--- config.mk ---
export PLATFORM = sky130hd
export DESIGN_NAME = sar_slice_ctrl
export DESIGN_NICKNAME = d
export VERILOG_FILES = /design/src/rtl/sar_slice_ctrl.sv
export SDC_FILE = /design/constraint.sdc
export NUM_CORES = 1
export LEC_CHECK = 0
export BUFFER_PORTS_ARGS = -buffer_cell sky130_fd_sc_hd__buf_2
export CORE_AREA = 2 2 55 57
export DETAILED_ROUTE_END_ITERATION = 8
export DIE_AREA = 0 0 57 59
export PLACE_DENSITY = 0.81
export REMOVE_ABC_BUFFERS = 1
export SYNTH_ARGS = -nofsm -noshare
export SYNTH_HDL_FRONTEND = slang
export SYNTH_SLANG_ARGS = --single-unit
--- constraint.sdc ---
create_clock -name clk -period 4.43 [get_ports clk]
set_clock_uncertainty 0.1 [all_clocks]
set_input_delay 0.886 -clock clk [delete_from_list [all_inputs] [get_ports clk]]
set_output_delay 0.886 -clock clk [all_outputs]
set_load 0.03 [all_outputs]
--- src/rtl/sar_slice_ctrl.sv ---
module sar_slice_ctrl #(
  parameter int RES_W = 11
) (
  input  logic             clk,
  input  logic             rst,
  input  logic             start,
  input  logic             cmp_below,
  output logic             ref_zero_en,
  output logic             autozero_en,
  output logic             autocal_en,
  output logic             sample_en,
  output logic             trial_en,
  output logic [RES_W-1:0] dac_code,
  output logic             az_flag,
  output logic             cal_flag,
  output logic [RES_W-1:0] result,
  output logic             xfer_valid
);
  localparam int FRAME_LEN   = RES_W + 5;
  localparam int SLOT_W      = $clog2(FRAME_LEN + 1);
  localparam int SMP_SLOT    = 4;
  localparam int FIRST_TRIAL = 5;
  localparam int LAST_TRIAL  = RES_W + 4;

  logic [SLOT_W-1:0] slot;
  logic [RES_W-1:0]  code;
  logic [RES_W-1:0]  mask;
  logic [RES_W-1:0]  code_nxt;

  assign ref_zero_en = (slot == SLOT_W'(1));
  assign autozero_en = (slot == SLOT_W'(2));
  assign autocal_en  = (slot == SLOT_W'(3));
  assign sample_en   = (slot == SLOT_W'(SMP_SLOT));
  assign trial_en    = (slot >= SLOT_W'(FIRST_TRIAL)) && (slot <= SLOT_W'(LAST_TRIAL));

  assign mask     = trial_en ? (RES_W'(1) << (SLOT_W'(LAST_TRIAL) - slot)) : '0;
  assign dac_code = trial_en ? (code | mask) : '0;
  assign code_nxt = cmp_below ? code : (code | mask);

  always_ff @(posedge clk) begin
    if (rst)                              slot <= '0;
    else if (slot == '0)                  slot <= start ? SLOT_W'(1) : '0;
    else if (slot == SLOT_W'(FRAME_LEN))  slot <= SLOT_W'(1);
    else                                  slot <= slot + SLOT_W'(1);
  end

  always_ff @(posedge clk) begin
    if (rst) begin
      code       <= '0;
      result     <= '0;
      xfer_valid <= 1'b0;
      az_flag    <= 1'b0;
      cal_flag   <= 1'b0;
    end else begin
      xfer_valid <= (slot == SLOT_W'(LAST_TRIAL));
      if (autozero_en) az_flag  <= cmp_below;
      if (autocal_en)  cal_flag <= cmp_below;
      if (sample_en)     code <= '0;
      else if (trial_en) code <= code_nxt;
      if (slot == SLOT_W'(LAST_TRIAL)) result <= code_nxt;
    end
  end
endmodule

Yosys cells after proc, flatten, opt, wreduce, memory -nomap -nowiden
Index checks and enable logic that the tools add are counted.
{ "op_classes": {"n_addsub": 2, "multipliers": 0, "div_mod_pow": 0, "order_cmp": 2, "n_eq_ne": 6, "shift": 1, "muxes": 6, "n_bitwise": 1, "n_reduce_logical": 3} }
{ "op_table": {"columns": ["op", "n"], "rows": [
  ["$mux W11", 3],
  ["$or A11 B11 Y11", 1],
  ["$shl A1 B5 Y11 const A", 1],
  ["$eq A5 B2 Y1 const B", 2],
  ["$mux W5", 2],
  ["$add A5 B1 Y5 const B", 1],
  ["$eq A5 B1 Y1 const B", 1],
  ["$eq A5 B3 Y1 const B", 1],
  ["$eq A5 B4 Y1 const B", 1],
  ["$eq A5 B5 Y1 const B", 1],
  ["$ge A5 B3 Y1 const B", 1],
  ["$le A5 B4 Y1 const B", 1],
  ["$logic_not A5 Y1", 1],
  ["$sub A4 B5 Y5 const A", 1],
  ["$reduce_or A2 Y1", 1],
  ["$logic_and A1 B1 Y1", 1],
  ["$mux W1", 1]
]} }
{ "word_totals": {"ff_bits": 30, "latch_bits": 0, "mem_bits_rw": 0, "mem_bits_ro": 0, "input_bits": 4, "out_inout_bits": 30, "elab_cells": 27, "memories": 0} }

Depth between registers and ports, before layout
{ "depth": {"word_depth": 5, "mapped_depth": 6, "depth_no_buf": 5} }

Worst setup path before layout
No wires, ideal clock.
{ "synth_path": {"path_type": "register to output", "start": "register slot[0]", "end": "output ref_zero_en", "arrival_ns": 1.652, "t_required_ns": 3.444, "setup_slack_ns": 1.792, "stages_incl_launch_ff": 3, "path_buffers": 0, "cell_sequence": "dfxtp_1 > ha_1 > nor4b_1"} }
{ "synth_via": {"elab_chain_cells": 1} }
{ "synth_lines": {"columns": ["item", "line", "rtl"], "rows": [
  ["start: declaration", "25", "logic [SLOT_W-1:0] slot;"],
  ["start signal: assignment", "42", "else if (slot == '0) slot <= start ? SLOT_W'(1) : '0;"],
  ["start signal: assignment", "44", "else slot <= slot + SLOT_W'(1);"],
  ["$eq A5 B1 Y1", "30", "assign ref_zero_en = (slot == SLOT_W'(1));"],
  ["end: declaration", "8", "output logic ref_zero_en,"]
]} }
Every way passes these cells.

Final worst setup path
{ "layout_path": {"start": "register slot[1]", "end": "output dac_code[1]"} }
{ "layout_via": {"elab_chain_cells": 5, "elab_cells_between_ends": 8, "cone_classes": "add/sub (1); order compare (2); shift (1); mux (2); bitwise (1); reduce/logical (1)"} }
{ "layout_lines": {"columns": ["item", "line", "rtl"], "rows": [
  ["$sub A4 B5 Y5, or another cell as far along", "36", "assign mask = trial_en ? (RES_W'(1) << (SLOT_W'(LAST_TRIAL) - slot)) : '0;"],
  ["$shl A1 B5 Y11 or $logic_and A1 B1 Y1 (tied branches)", "36, 34", null],
  ["$mux W11", "36", null],
  ["$or A11 B11 Y11", "37", "assign dac_code = trial_en ? (code | mask) : '0;"],
  ["$mux W11 *", "37", null],
  ["end: declaration", "13", "output logic [RES_W-1:0] dac_code,"]
]} }
Every way passes the cells marked *; elsewhere a longest branch is shown, timed or not.

==> run metrics <==
Netlist cell types=35; H-Tree Level Count=2; Lkg Pwr=between 0.7 and 0.8 nW; clock buffer depth=2; largest driver fanout on the critical path=10; Hold Crit Start=result[5]; FF+latch count, synth=30; syn_area_per_cell=9.138 um^2; CTS tree=built; CP startpoint kind=flop; TritonCTS Buffers=5; NumNets Final=just over 200; root buffer cell=clkbuf_4; Buf+Inv Stages, Crit Path=2; r2r worst-path depth=3; most common cell after layout, fill and taps aside=buf_2; Seq/Total Area, Yosys=39.83%; Worst R2R Start=slot[2]; die width=approximately 57 um; CTS clk-pin slew, worst paths=0.10 ns; worst-margin pin slew=between 0.6 and 0.7 ns; fillers=approximately 240; crit path max-delay cell type=or3_4; final WL=around 3.3 mm; Placeable Area=approximately 0.0027 mm^2; most frequent cells in the layout=buf_2, dfxtp_1, nor2_1, a21oi_1, nand2b_1; Syn. warnings=0; P&R area growth vs syn=12.28%; Sum Neg Setup Slack=0 ns; Detailed Place HPWL=2.262 mm; GRT Residual Overflow=0; final std cells w/o fill=about 230; Setup Fix Bufs, Post-CTS=0; CP peak stage delay=0.45 ns; std cell rows=19; first-pass GRT wire length=approximately 5.2 mm; Crit path max-delay family=simple AND/OR/NAND/NOR gates; endpoints failing hold=0; pin count of the biggest net entering global routing=27; Max Cap Violations=0; Residual DRC=0; hold path depth=2; Die Area=between 0.003 and 0.004 mm^2; RSZ-0062 raised after global routing=no; Starting Density=55.63%; share of layout cells above drive strength 1=between 20% and 30%; CP Class=reg2out; Die Ht=around 60 um; DR vias=approximately 1,300; Worst R2R Setup Slack=2.45 ns; Cells after Synth=165; FF-to-FF End=result[3]; TritonRoute pass-1 iters=4; Slew headroom=a little under three fifths; Async SR Flop Fraction=0%; synthesized area=~0.0015 mm^2; Iteration-0 DRC Markers=28; DRT antenna net count=0; min cycle time layout=3.148 ns; crit path capture type=output port; I/O pin total=34; port bufs=33; vias in the first global route=between 1,000 and 1,500; Worst EP arrival=2.16 ns; Power Dens Cells=between 300 and 400 mW/mm^2; Post-synth top flop=dfxtp_1; routed len/inst=roughly 14 um; Via density=about 5.6; fmax=0.3176 GHz; Crit path depth=6; outcome=finished clean; hold buffer count at CTS=0; period utilization=71.07%; gpl congestion=0.9338; Critical Path RT=approximately 3.4 ns; Slew Limit Fails=0; GRT Total Usage=slightly above 20%; Post-synth EDFFs=0; post-CTS resize count=0; # clock sinks=30; worst vdd ir=around 0.27 mV; worst-path cell chain=inv_1 -> ha_1 -> or3_4 -> a31oi_4 -> nor2_1 -> buf_2; antenna cells=0; # setup viols final=0; Placed Cells incl. Taps=about 220; Hold Crit Endpoint=result[5]; Hold Path Class=reg2reg; Worst-Skew Late Latency=0.33 ns; initial antenna violation count=0
-- metal layers --
metal | vias up | GRT usage [%] | part of all wire [%]
met2 | 40 | 32.84 | 48
met5 | - | 0 | 0
met3 | 4 | 6.332 | 6.1
met4 | 0 | 8.306 | 1.2
met1 | 599 | 25.17 | 44
li1 | 629 | - | -
-- worst max path at each step --
stage / start / endpoint
6_report: slot[1] / dac_code[1]
5_1_grt: slot[1] / dac_code[1]
4_1_cts: slot[1] / dac_code[4]
3_5_place_dp: slot[1] / dac_code[4]
3_3_place_gp: slot[3] / dac_code[8]
2_1_floorplan: slot[0] / ref_zero_en
-- Yosys cell counts (3+ instances only) --
| cell type | instances | area share, % |
|---|---|---|
| dfxtp_1 | 30 | 40 |
| buf_6 | 6 | 4.5 |
| o21ai_0 | 6 | 2.0 |
| a21oi_1 | 26 | 8.6 |
| nor3_1 | 6 | 2.0 |
| nor2_1 | 27 | 6.7 |
| nor2b_1 | 5 | 2.1 |
| ha_1 | 6 | 5.0 |
| nand4b_1 | 6 | 3.5 |
| a211oi_1 | 5 | 2.5 |
| inv_1 | 5 | 1.2 |
| nand2b_1 | 7 | 2.9 |
| a31oi_1 | 3 | 1.2 |
-- through the flow --
stage,util (%),setup slack (ns),hold WS [ns],power [W],cell area (um^2)
5_1_grt,62.47,1.150,0.4118,0.0005483,1693
2_1_floorplan,-,1.792,0.3499,0.0003094,1411
3_3_place_gp,59.60,1.745,0.3552,0.0003204,1615
6_report,62.47,1.282,0.3756,0.0005298,1693
4_1_cts,62.47,1.292,0.3822,0.0005336,1693
3_5_place_dp,59.60,1.668,0.3673,0.0003229,1615
-- cells by family (layout without fill, tap and decap cells) --
kind of cell | Yosys count | after routing | share of synthesized area, %
DFF | 30 | 30 | 39.83
and+or+nand+nor | 65 | 65 | 27.64
xor gates and xnor gates | 1 | 1 | 0.5810
muxes | 2 | 2 | 1.328
adders and majority gates | 6 | 6 | 4.979
buffers and inverters | 17 | 47 | 7.883
AOI/OAI and AO/OA | 44 | 44 | 17.76
-- worst reg2reg max path: stages (launching register included) --
cell	delay [ns]
dfxtp_1	0.73
and3_1	0.61
and2_4	0.33
a211oi_1	0.09
-- flip-flops by register name (all words and copies together), names as in the netlist --
signal      flops
cal_flag        1
xfer_valid      1
slot            5
code           11
az_flag         1
result         11
-- area by class of cell --
cell class	count	area (um^2)	area share, %
tap	31	38.79	2.291
multi-input combinational	118	788.3	46.56
sequential	30	600.6	35.48
clock inverter	3	40.04	2.365
inverter	6	22.52	1.330
clock buffer	5	37.54	2.217
timing repair buffer	33	165.2	9.756
-- power by group --
| group | switching [W] | leakage, nW | internal (W) |
|---|---|---|---|
| registers | 0.00000285 | 0.242 | 0.000272 |
| logic | 0.0000264 | 0.415 | 0.0000161 |
| clock network | 0.0000962 | 0.0450 | 0.000117 |
(Power assumes the default switching activity.)
